===== src/rtl/drift_pkg.sv =====
package drift_pkg;

    typedef enum logic [1:0] {
        MS_IDLE,
        MS_START,
        MS_WAIT
    } meas_st_e;

    typedef enum logic [2:0] {
        CS_IDLE,
        CS_MEAS,
        CS_AVG,
        CS_SCALE,
        CS_WRITE
    } ctl_st_e;

endpackage


===== src/rtl/drift_meas_seq.sv =====
module drift_meas_seq
    import drift_pkg::*;
#(
    parameter int CNT_W = 8,
    parameter int NMEAS = 10,
    parameter int SUM_W = 12
) (
    input  logic             clk,
    input  logic             rst_n,
    input  logic             go_i,
    output logic             start_o,
    input  logic             done_i,
    input  logic [CNT_W-1:0] count_i,
    output logic             fin_o,
    output logic [SUM_W-1:0] sum_o
);
    localparam int IDX_W = (NMEAS > 1) ? $clog2(NMEAS) : 1;

    typedef struct packed {
        meas_st_e         st;
        logic [IDX_W-1:0] idx;
        logic [SUM_W-1:0] sum;
        logic             fin;
    } meas_t;

    meas_t q, d;

    always_comb begin
        d     = q;
        d.fin = 1'b0;
        case (q.st)
            MS_IDLE: begin
                if (go_i) begin
                    d.st  = MS_START;
                    d.idx = '0;
                    d.sum = '0;
                end
            end
            MS_START: d.st = MS_WAIT;
            MS_WAIT: begin
                if (done_i) begin
                    d.sum = q.sum + SUM_W'(count_i);
                    if (q.idx == IDX_W'(NMEAS - 1)) begin
                        d.st  = MS_IDLE;
                        d.fin = 1'b1;
                    end else begin
                        d.idx = q.idx + IDX_W'(1);
                        d.st  = MS_START;
                    end
                end
            end
            default: d.st = MS_IDLE;
        endcase
    end

    always_ff @(posedge clk or negedge rst_n) begin
        if (!rst_n) begin
            q <= '{st: MS_IDLE, idx: '0, sum: '0, fin: 1'b0};
        end else begin
            q <= d;
        end
    end

    assign start_o = (q.st == MS_START);
    assign fin_o   = q.fin;
    assign sum_o   = q.sum;

    // index never passes the measurement count
    a_r2_idx_bound: assert property (@(posedge clk) disable iff (!rst_n)
        (q.st != MS_IDLE) |-> (q.idx < IDX_W'(NMEAS)));
    // completion follows a sampled done
    a_r2_fin_after_done: assert property (@(posedge clk) disable iff (!rst_n)
        fin_o |-> $past(done_i));
    // controller only launches a series when the sequencer is free
    a_r8_go_when_idle: assert property (@(posedge clk) disable iff (!rst_n)
        go_i |-> (q.st == MS_IDLE));

endmodule


===== src/rtl/drift_seq_div.sv =====
module drift_seq_div #(
    parameter int DVD_W = 13,
    parameter int DVS_W = 8
) (
    input  logic             clk,
    input  logic             rst_n,
    input  logic             go_i,
    input  logic [DVD_W-1:0] dividend_i,
    input  logic [DVS_W-1:0] divisor_i,
    output logic [DVD_W-1:0] quo_o,
    output logic             done_o
);
    localparam int CW = $clog2(DVD_W + 1);

    typedef struct packed {
        logic             run;
        logic             done;
        logic [CW-1:0]    cnt;
        logic [DVS_W-1:0] dvs;
        logic [DVS_W-1:0] rem;
        logic [DVD_W-1:0] quo;
    } div_t;

    div_t q, d;
    logic [DVS_W:0] trial;
    logic           qbit;

    always_comb begin
        d      = q;
        d.done = 1'b0;
        trial  = {q.rem, q.quo[DVD_W-1]};
        qbit   = 1'b0;
        if (go_i) begin
            d.run = 1'b1;
            d.cnt = CW'(DVD_W);
            d.dvs = divisor_i;
            d.rem = '0;
            d.quo = dividend_i;
        end else if (q.run) begin
            if (trial >= {1'b0, q.dvs}) begin
                d.rem = DVS_W'(trial - {1'b0, q.dvs});
                qbit  = 1'b1;
            end else begin
                d.rem = trial[DVS_W-1:0];
            end
            d.quo = {q.quo[DVD_W-2:0], qbit};
            d.cnt = q.cnt - CW'(1);
            if (q.cnt == CW'(1)) begin
                d.run  = 1'b0;
                d.done = 1'b1;
            end
        end
    end

    always_ff @(posedge clk or negedge rst_n) begin
        if (!rst_n) begin
            q <= '{run: 1'b0, done: 1'b0, cnt: '0, dvs: '0, rem: '0, quo: '0};
        end else begin
            q <= d;
        end
    end

    assign quo_o  = q.quo;
    assign done_o = q.done;

    // a zero divisor is never launched
    a_r6_div_nonzero: assert property (@(posedge clk) disable iff (!rst_n)
        go_i |-> (divisor_i != '0));
    // no new division while one is in flight
    a_r4_div_no_restart: assert property (@(posedge clk) disable iff (!rst_n)
        go_i |-> !q.run);
    // completion is a single pulse
    a_r4_div_done_pulse: assert property (@(posedge clk) disable iff (!rst_n)
        q.done |=> !q.done);

endmodule


===== src/rtl/drift_comp.sv =====
module drift_comp
    import drift_pkg::*;
#(
    parameter int CNT_W   = 8,
    parameter int NMEAS   = 10,
    parameter int TAP_W   = 5,
    parameter int REG_W   = 16,
    parameter int CMD_LSB = 0,
    parameter int FB_LSB  = 8
) (
    input  logic             clk,
    input  logic             rst_n,
    input  logic             req_i,
    output logic             busy_o,
    output logic             meas_start_o,
    input  logic             meas_done_i,
    input  logic [CNT_W-1:0] meas_count_i,
    input  logic [REG_W-1:0] dly_in_i,
    output logic             dly_we_o,
    output logic [REG_W-1:0] dly_out_o,
    output logic             nom_valid_o,
    output logic             err_o
);
    localparam int NTAP   = 2;
    localparam int TIDX_W = (NTAP > 1) ? $clog2(NTAP) : 1;
    localparam int SUM_W  = CNT_W + $clog2(NMEAS);
    localparam int PROD_W = TAP_W + CNT_W;
    localparam int DIV_W  = (PROD_W > SUM_W) ? PROD_W : SUM_W;

    function automatic int tap_lsb(input int k);
        return (k == 0) ? CMD_LSB : FB_LSB;
    endfunction

    typedef struct packed {
        ctl_st_e                    st;
        logic                       nomv;
        logic                       err;
        logic [CNT_W-1:0]           nom;
        logic [CNT_W-1:0]           cur;
        logic [TIDX_W-1:0]          tidx;
        logic [NTAP-1:0][TAP_W-1:0] tnew;
        logic [REG_W-1:0]           snap;
    } ctl_t;

    ctl_t q, d;

    logic                       meas_go, meas_fin;
    logic [SUM_W-1:0]           meas_sum;
    logic                       div_go, div_done;
    logic [DIV_W-1:0]           div_dvd, div_quo;
    logic [CNT_W-1:0]           div_dvs;
    logic [CNT_W-1:0]           avg;
    logic [NTAP-1:0][TAP_W-1:0] tap_old;
    logic [TIDX_W-1:0]          nxt_idx;

    drift_meas_seq #(.CNT_W(CNT_W), .NMEAS(NMEAS), .SUM_W(SUM_W)) u_meas (
        .clk     (clk),
        .rst_n   (rst_n),
        .go_i    (meas_go),
        .start_o (meas_start_o),
        .done_i  (meas_done_i),
        .count_i (meas_count_i),
        .fin_o   (meas_fin),
        .sum_o   (meas_sum)
    );

    drift_seq_div #(.DVD_W(DIV_W), .DVS_W(CNT_W)) u_div (
        .clk        (clk),
        .rst_n      (rst_n),
        .go_i       (div_go),
        .dividend_i (div_dvd),
        .divisor_i  (div_dvs),
        .quo_o      (div_quo),
        .done_o     (div_done)
    );

    for (genvar g = 0; g < NTAP; g++) begin : g_tap
        localparam int LSB = (g == 0) ? CMD_LSB : FB_LSB;
        assign tap_old[g] = q.snap[LSB +: TAP_W];
    end

    assign avg     = div_quo[CNT_W-1:0];
    assign nxt_idx = q.tidx + TIDX_W'(1);

    always_comb begin
        d       = q;
        meas_go = 1'b0;
        div_go  = 1'b0;
        div_dvd = '0;
        div_dvs = '0;
        case (q.st)
            CS_IDLE: begin
                if (req_i) begin
                    d.st    = CS_MEAS;
                    d.snap  = dly_in_i;
                    d.err   = 1'b0;
                    meas_go = 1'b1;
                end
            end
            CS_MEAS: begin
                if (meas_fin) begin
                    d.st    = CS_AVG;
                    div_go  = 1'b1;
                    div_dvd = DIV_W'(meas_sum);
                    div_dvs = CNT_W'(NMEAS);
                end
            end
            CS_AVG: begin
                if (div_done) begin
                    if (!q.nomv) begin
                        d.nom  = avg;
                        d.nomv = 1'b1;
                        d.st   = CS_IDLE;
                    end else if (avg == '0) begin
                        d.err = 1'b1;
                        d.st  = CS_IDLE;
                    end else begin
                        d.cur   = avg;
                        d.tidx  = '0;
                        d.st    = CS_SCALE;
                        div_go  = 1'b1;
                        div_dvd = DIV_W'(q.nom) * DIV_W'(tap_old[0]);
                        div_dvs = avg;
                    end
                end
            end
            CS_SCALE: begin
                if (div_done) begin
                    d.tnew[q.tidx] = div_quo[TAP_W-1:0];
                    if (q.tidx == TIDX_W'(NTAP - 1)) begin
                        d.st = CS_WRITE;
                    end else begin
                        d.tidx  = nxt_idx;
                        div_go  = 1'b1;
                        div_dvd = DIV_W'(q.nom) * DIV_W'(tap_old[nxt_idx]);
                        div_dvs = q.cur;
                    end
                end
            end
            CS_WRITE: d.st = CS_IDLE;
            default:  d.st = CS_IDLE;
        endcase
    end

    always_ff @(posedge clk or negedge rst_n) begin
        if (!rst_n) begin
            q <= '{st: CS_IDLE, nomv: 1'b0, err: 1'b0, nom: '0, cur: '0,
                   tidx: '0, tnew: '0, snap: '0};
        end else begin
            q <= d;
        end
    end

    always_comb begin
        dly_out_o = q.snap;
        for (int k = 0; k < NTAP; k++) begin
            dly_out_o[tap_lsb(k) +: TAP_W] = q.tnew[k];
        end
    end

    assign busy_o      = (q.st != CS_IDLE);
    assign dly_we_o    = (q.st == CS_WRITE);
    assign nom_valid_o = q.nomv;
    assign err_o       = q.err;

    // write strobe lasts one cycle
    a_r5_we_single: assert property (@(posedge clk) disable iff (!rst_n)
        dly_we_o |=> !dly_we_o);
    // a write only happens once a nominal exists
    a_r5_we_needs_nom: assert property (@(posedge clk) disable iff (!rst_n)
        dly_we_o |-> nom_valid_o);
    // busy covers the write and drops right after it
    a_r7_busy_at_write: assert property (@(posedge clk) disable iff (!rst_n)
        dly_we_o |-> busy_o);
    a_r7_idle_after_write: assert property (@(posedge clk) disable iff (!rst_n)
        dly_we_o |=> !busy_o);
    // start pulses only inside a run
    a_r2_start_in_run: assert property (@(posedge clk) disable iff (!rst_n)
        meas_start_o |-> busy_o);
    // error never coincides with a write, and is clear at run start
    a_r6_no_write_on_err: assert property (@(posedge clk) disable iff (!rst_n)
        dly_we_o |-> !err_o);
    a_r6_err_cleared: assert property (@(posedge clk) disable iff (!rst_n)
        $rose(busy_o) |-> !err_o);
    // nominal, once stored, stays
    a_r3_nom_sticky: assert property (@(posedge clk) disable iff (!rst_n)
        nom_valid_o |=> nom_valid_o);
    // the averaged count fits the count width
    a_r3_avg_fits: assert property (@(posedge clk) disable iff (!rst_n)
        ((q.st == CS_AVG) && div_done) |-> (div_quo[DIV_W-1:CNT_W] == '0));

endmodule


===== config.mk =====
export PLATFORM = sky130hd
export DESIGN_NAME = drift_comp
export DESIGN_NICKNAME = d
export VERILOG_FILES = /design/src/rtl/drift_pkg.sv /design/src/rtl/drift_meas_seq.sv /design/src/rtl/drift_seq_div.sv /design/src/rtl/drift_comp.sv
export SDC_FILE = /design/constraint.sdc
export NUM_CORES = 1
export LEC_CHECK = 0
export BUFFER_PORTS_ARGS = -buffer_cell sky130_fd_sc_hd__buf_4
export CELL_PAD_IN_SITES_DETAIL_PLACEMENT = 0
export CELL_PAD_IN_SITES_GLOBAL_PLACEMENT = 1
export CORE_MARGIN = 4
export CORE_UTILIZATION = 40
export CTS_BUF_LIST = sky130_fd_sc_hd__clkbuf_16
export CTS_CLUSTER_DIAMETER = 80
export DETAILED_ROUTE_END_ITERATION = 16
export HOLD_SLACK_MARGIN = 0.1
export PLACE_DENSITY = 0.72
export SLEW_MARGIN = 0
export SYNTH_ARGS = -nofsm -noshare
export SYNTH_HDL_FRONTEND = slang
export SYNTH_SLANG_ARGS = --single-unit

===== constraint.sdc =====
create_clock -name clk -period 5.1 [get_ports clk]
set_input_delay 0.765 -clock clk [delete_from_list [all_inputs] [get_ports clk]]
set_output_delay 0.765 -clock clk [all_outputs]
set_load 0.02 [all_outputs]

; ---- Yosys cells after proc, flatten, opt, wreduce, memory -nomap -nowiden
; Cells that the tools add are included.
[word_totals]
in_bits = 28
regBits = 102
[classes]
n_mux = 63
addsub = 5
n_bitwise = 2
multipliers = 2
n_reduce_logical = 20
n_eq_ne = 19
magnitude_cmp = 4
[ops]
columns = operator, n
row1 = $mux W13, 5
row2 = $mux W8, 7
row3 = $mux W21, 2
row4 = $pmux W13 S3, 1
row5 = $pmux W16 S2, 1
row6 = $mul A8 B5 Y13, 2
row7 = $pmux W8 S3, 1
row8 = $mux W22, 1
row9 = $mux W19, 1
row10 = $mux W1, 18
row11 = $mux W18, 1
row12 = $mux W9, 2
row13 = $ne A2 B2 Y1 const B, 8
row14 = $mux W3, 5
row15 = $mux W5, 3
row16 = $reduce_and A5 Y1, 3
row17 = $add A12 B8 Y12, 1
row18 = $mux W12, 1
row19 = $mux W4, 3
row20 = $pmux W3 S4, 1
row21 = $mux W11, 1
row22 = $bwmux W10, 1
row23 = $ge A9 B8 Y1, 1
row24 = $logic_not A8 Y1, 1
row25 = 29 further kinds, 44

; ---- Depth between registers and ports, before layout
[logic_depth]
depth_word = 8
depth_mapped = 16
mapped_depth_nobuf = 15

; ---- Cells and area by module
; Synthesis repeated with hierarchy kept, for this count alone.
[hier_totals]
hier_cells = 898
area_unflattened_um2 = 8384.3
[modules_own_cells]
columns = module, cells_each, seq_area_each_um2, n_inst, area_each_um2
row1 = drift_comp, 542, 1201.2, 1, 5036.1
row2 = drift_seq_div, 217, 875.8, 1, 2045.7
row3 = drift_meas_seq, 139, 475.5, 1, 1302.5

; ---- Worst setup path before layout
; Ideal clock, no wire load.
[synth_timing]
path_kind = register to register
from = register q[26] in the netlist's numbering
to = register u_div.q (netlist bit u_div.quo_o[10])
required_ns = 5.012
arrival_ns = 4.154
path_slack_ns = 0.857
stages_incl_launch_ff = 15
synth_period_minus_slack_ns = 4.243
cell_sequence = dfrtp_1 -> clkbuf_1 -> mux2i_1 -> nand2b_1 -> fa_1 -> fa_1 -> fa_1 -> inv_1 -> ha_1 -> nor2b_1 -> o31a_1 -> o2111ai_1 -> and3_1 -> o21ai_0 -> a41oi_1
[synth_via]
elab_chain_len = 8
elab_cells_between_ends = 12
[synth_rtl]
columns = item, line_no
row1 = start: declaration, drift_comp.sv:45  ; ctl_t q, d;
row2 = start signal: assignment, drift_comp.sv:147  ; q <= '{st: CS_IDLE, nomv: 1'b0, err: 1'b0, nom: '0, cur: '0,
row3 = $add A1 B1 Y1, drift_comp.sv:83  ; assign nxt_idx = q.tidx + TIDX_W'(1);
row4 = $mux W5 (not written as such) (2 in series), drift_comp.sv:135  ; div_dvd = DIV_W'(q.nom) * DIV_W'(tap_old[nxt_idx]);
row5 = $mul A8 B5 Y13, drift_comp.sv:135
row6 = $mux W13, drift_comp.sv:130  ; if (q.tidx == TIDX_W'(NTAP - 1)) begin
row7 = $mux W13, drift_comp.sv:128  ; if (div_done) begin
row8 = $pmux W13 S3, drift_comp.sv:91  ; case (q.st)
row9 = $mux W21, drift_seq_div.sv:33  ; if (go_i) begin
row10 = end signal: assignment, drift_seq_div.sv:57  ; q <= '{run: 1'b0, done: 1'b0, cnt: '0, dvs: '0, rem: '0, quo: '0};
row11 = end: declaration, drift_seq_div.sv:24  ; div_t q, d;
; Parallel ways exist; a longest one is shown, timed or not. The select of a mux whose other input is x is not followed.
; A chain may end at the register's enable or synchronous reset.

; ---- Worst setup path in the final report
; Same ends and word-level chain as after synthesis.

==> impl_metrics.py <==
metrics = {
    "layout": {
        "area_delta_synth_final_pct": 10.1,
        "share_of_cells_above_drive_strength_1_pct": 14.0,
        "instances_no_fill": 1117,
        "final_cell_area_sq_um": 8690,
        "fillCellCount": 1923,
        "final_net_count": 975,
        "antenna-diode-count": 0,
    },
    "clock_tree": {
        "cts_num_sinks": 102,
        "register_clock_pin_slew_on_the_reported_worst_setup_and_hold_paths_ps": 80,
        "htreeDepth": 3,
        "cts.repair_timing.setup_buffer_count": 0,
        "post_cts_resize_count": 0,
        "cts-buffers-inserted": 9,
        "post_cts_hold_buffer_count": 0,
        "clock_insertion_delay_worst_skew_ps": 350,
        "clock_tree_from_tritoncts": "done",
        "cts.root.buffer_cell": "sky130_fd_sc_hd__clkbuf_16",
        "clock_tree.buffer_depth": 2,
    },
    "grt": {
        "grt_pass1_wl_mm": 31.0,
        "overall_global_routing_usage_pct": 17.5,
        "maximum_number_of_pins_on_one_net_before_global_route_repair": 62,
        "antenna_found_initial": 0,
        "grt_overflow": 0,
        "grt_pass1_vias": 5917,
    },
    "route": {
        "first_iter_violations": 319,
        "postRouteAntennaNets": 0,
        "via_per_inst": 5.25,
        "drt_drc_violations_left": 0,
        "route.vias.total": 5866,
        "post_drt_wl_per_cell_microns": 16.6,
        "drt_wl_total_mm": 18.5,
        "detail_route.first_pass.iterations": 5,
    },
    "place": {
        "dp_hpwl_mm": 14.0,
        "place_inst": 1101,
        "detailed_place.area_sq_um": 8370,
        "buffer_ports.inserted": 48,
        "finalWeightedCongestion": 0.808,
    },
    "yosys": {
        "yosys.area.top_type_share_pct": 32.4,
        "netlist.top_cell.by_area": "sky130_fd_sc_hd__dfrtp_1",
        "synth_enable_flop_cells": 0,
        "syn_avg_cell_area_sq_um": 9.52,
        "synth.cell_area_sq_um": 7890,
        "sequential_cell_area_fraction_in_the_yosys_report_pct": 32.4,
        "yosys_warnings": 0,
        "postSynth.asyncResetShare_pct": 100,
        "netlist_instances": 829,
        "synthesis.nets": 957,
        "synth.lib_cells_used.distinct": 66,
        "ys_top_cells_by_area": "sky130_fd_sc_hd__dfrtp_1 (32%), sky130_fd_sc_hd__ha_1 (9.8%), sky130_fd_sc_hd__fa_1 (9.6%)",
        "synth-seq-cells": 102,
        "synth_top_flop_cell": "sky130_fd_sc_hd__dfrtp_1",
    },
    "worst_setup_path": {
        "cp_data_required_time_ps": 5370,
        "crit_start": "q[26]",
        "critical_path.reg2reg.startpoint": "q[26]",
        "critical_path_peak_fanout": 10,
        "worst_ep_arrival_time_ps": 4940,
        "critPathLaunchType": "flip-flop",
        "critPathKind": "flip-flop to flip-flop",
        "crit_path_end_kind": "flip-flop",
    },
    "timing": {
        "slew_headroom_pct": 20.4,
        "hold_viol_final": 0,
        "fin_setup_tns_ps": 0,
        "fmax_ghz": 0.214,
        "timing.final.max_slew_violations": 0,
        "finalCriticalPeriod_ps": 4670,
        "final.setup_skew_ps": 11.1,
        "rsz0062_at_grt": "no",
        "timing_worst_slew_pin_value_ps": 1180,
        "period_share_pct": 91.6,
        "report.final.setup_viol": 0,
        "worst_hold_slack_ps": 489,
    },
    "worst_hold_path": {
        "worstHoldStart": "u_meas.sum_o[11]",
        "holdCritPathClass": "flip-flop to flip-flop",
    },
    "die": {
        "num_rows": 51,
        "chipWidth_microns": 148,
        "initial_core_util_pct": 40.7,
        "core_region_sq_um": 19400,
        "die_area_sq_um": 22000,
        "io_pins": 49,
        "die_h_microns": 148,
    },
    "power_and_ir_drop": {
        "powerDensity_nw_per_um2": 231,
        "peakVddDrop_mv": 0.160,
        "total_power_w": 0.00200,
        "total_leakage_power_nw": 4.18,
    },
    "run": {
        "max_cap_viol_count": 0,
    },
    "outcome": {
        "run_status": "finished, final reports clean",
    },
}
==> metal layers <==
layer / global-route usage (%) / vias up / wire (microns)
li1: - / 2906 / -
met1: 24.2 / 2872 / 8830
met2: 29.0 / 74 / 8840
met3: 2.19 / 14 / 463
met4: 5.17 / 0 / 347
met5: 0 / - / 0
==> cells in the mapped netlist (all sizes together), types with 9 or more instances <==
library cell  count
nor2             53
nor3             13
buf              27
nand2            72
xor2              9
a222oi           10
mux2             35
ha               62
mux2i             9
dfrtp           102
a21oi            27
xnor2            16
o21ai            49
nand2b           10
nand3            13
inv              79
clkbuf           24
a31oi            16
and2             35
nor2b            27
fa               38
a22o              9
==> through the flow <==
step,setup WS (ps),util (%)
2_1_floorplan,857,-
3_3_place_gp,554,43.1
3_5_place_dp,484,43.1
4_1_cts,450,44.8
5_1_grt,145,44.8
6_report,427,44.8
==> final cells by class <==
class	instances	area [sq um]	share of cell area [%]
Timing Repair Buffer	58	435	5.01
Clock buffer	9	225	2.59
Tap cell	265	332	3.82
Clock inverter	7	95.1	1.09
Sequential cell	102	2550	29.4
Inverter	79	297	3.41
Multi-Input combinational cell	597	4750	54.7
==> final timing paths <==
check	end	slack, ps	depth (start not counted)
setup reg to reg	u_div.quo_o[10]	430	13
setup / recovery	u_div.quo_o[10]	430	13
max in group asynchronous	async pin	3530	2
min in group asynchronous	q[10]	500	1
hold / removal	u_meas.sum_o[11]	490	1
hold reg to reg	u_meas.sum_o[11]	490	1
==> logic make-up after synthesis <==
family	share of synthesized area [%]
DFF	32.4
and+or+nand+nor	16.4
adders and majority gates	19.5
muxes	6.14
AOI/OAI and AO/OA	15.3
buffers and inverters	7.52
xor gates and xnor gates	2.78
==> flip-flops by register name, indices dropped and copies added (netlist names), 6 cells and up, named ones only <==
| name | cells |
|---|---|
| u_div.quo_o | 13 |
| u_meas.sum_o | 12 |
| dly_out_o | 6 |
| u_div.q | 21 |
| u_meas.q | 6 |
| q | 30 |
==> power by group <==
part | internal (W) | switching (W)
clock | 0.000394 | 0.000344
sequential | 0.000868 | 0.0000769
combinational | 0.000144 | 0.000178
total | 0.00141 | 0.000599
==> critical path, cell delays in order (launching register included) <==
cell and delay, ps:
sky130_fd_sc_hd__dfrtp_1 610, sky130_fd_sc_hd__mux2i_1 610, sky130_fd_sc_hd__nand2b_1 210, sky130_fd_sc_hd__fa_1 450
sky130_fd_sc_hd__fa_1 520, sky130_fd_sc_hd__fa_1 540, sky130_fd_sc_hd__inv_1 40, sky130_fd_sc_hd__ha_1 340
sky130_fd_sc_hd__nor2b_1 160, sky130_fd_sc_hd__o31a_1 270, sky130_fd_sc_hd__o2111ai_1 320, sky130_fd_sc_hd__and3_1 210
sky130_fd_sc_hd__o21ai_0 70, sky130_fd_sc_hd__a41oi_1 230
==> layout by cell type (no fill, tap or decap), drive strengths merged, types with 3 or more instances in the layout <==
master / synthesis / final
nor3: 13 / 13
xor2: 9 / 9
xnor2: 16 / 16
o21ai: 49 / 49
buf: 27 / 58
a222oi: 10 / 10
clkinv: 0 / 4
and2: 35 / 35
and3: 4 / 4
a21oi: 27 / 27
nand3: 13 / 13
nand2b: 10 / 10
nand3b: 5 / 5
or4: 3 / 3
nor2b: 27 / 27
dfrtp: 102 / 102
nor2: 53 / 53
a31oi: 16 / 16
o21bai: 5 / 5
a41oi: 4 / 4
a211oi: 6 / 6
a221oi: 4 / 4
inv: 79 / 81
nand2: 72 / 72
ha: 62 / 62
o21a: 7 / 7
clkbuf: 24 / 9
a21o: 7 / 7
mux2: 35 / 35
nor3b: 5 / 5
o41ai: 6 / 6
nand4: 4 / 4
fa: 38 / 38
a22o: 9 / 9
mux2i: 9 / 9
o2111ai: 5 / 5
(Power assumes the default switching activity.)
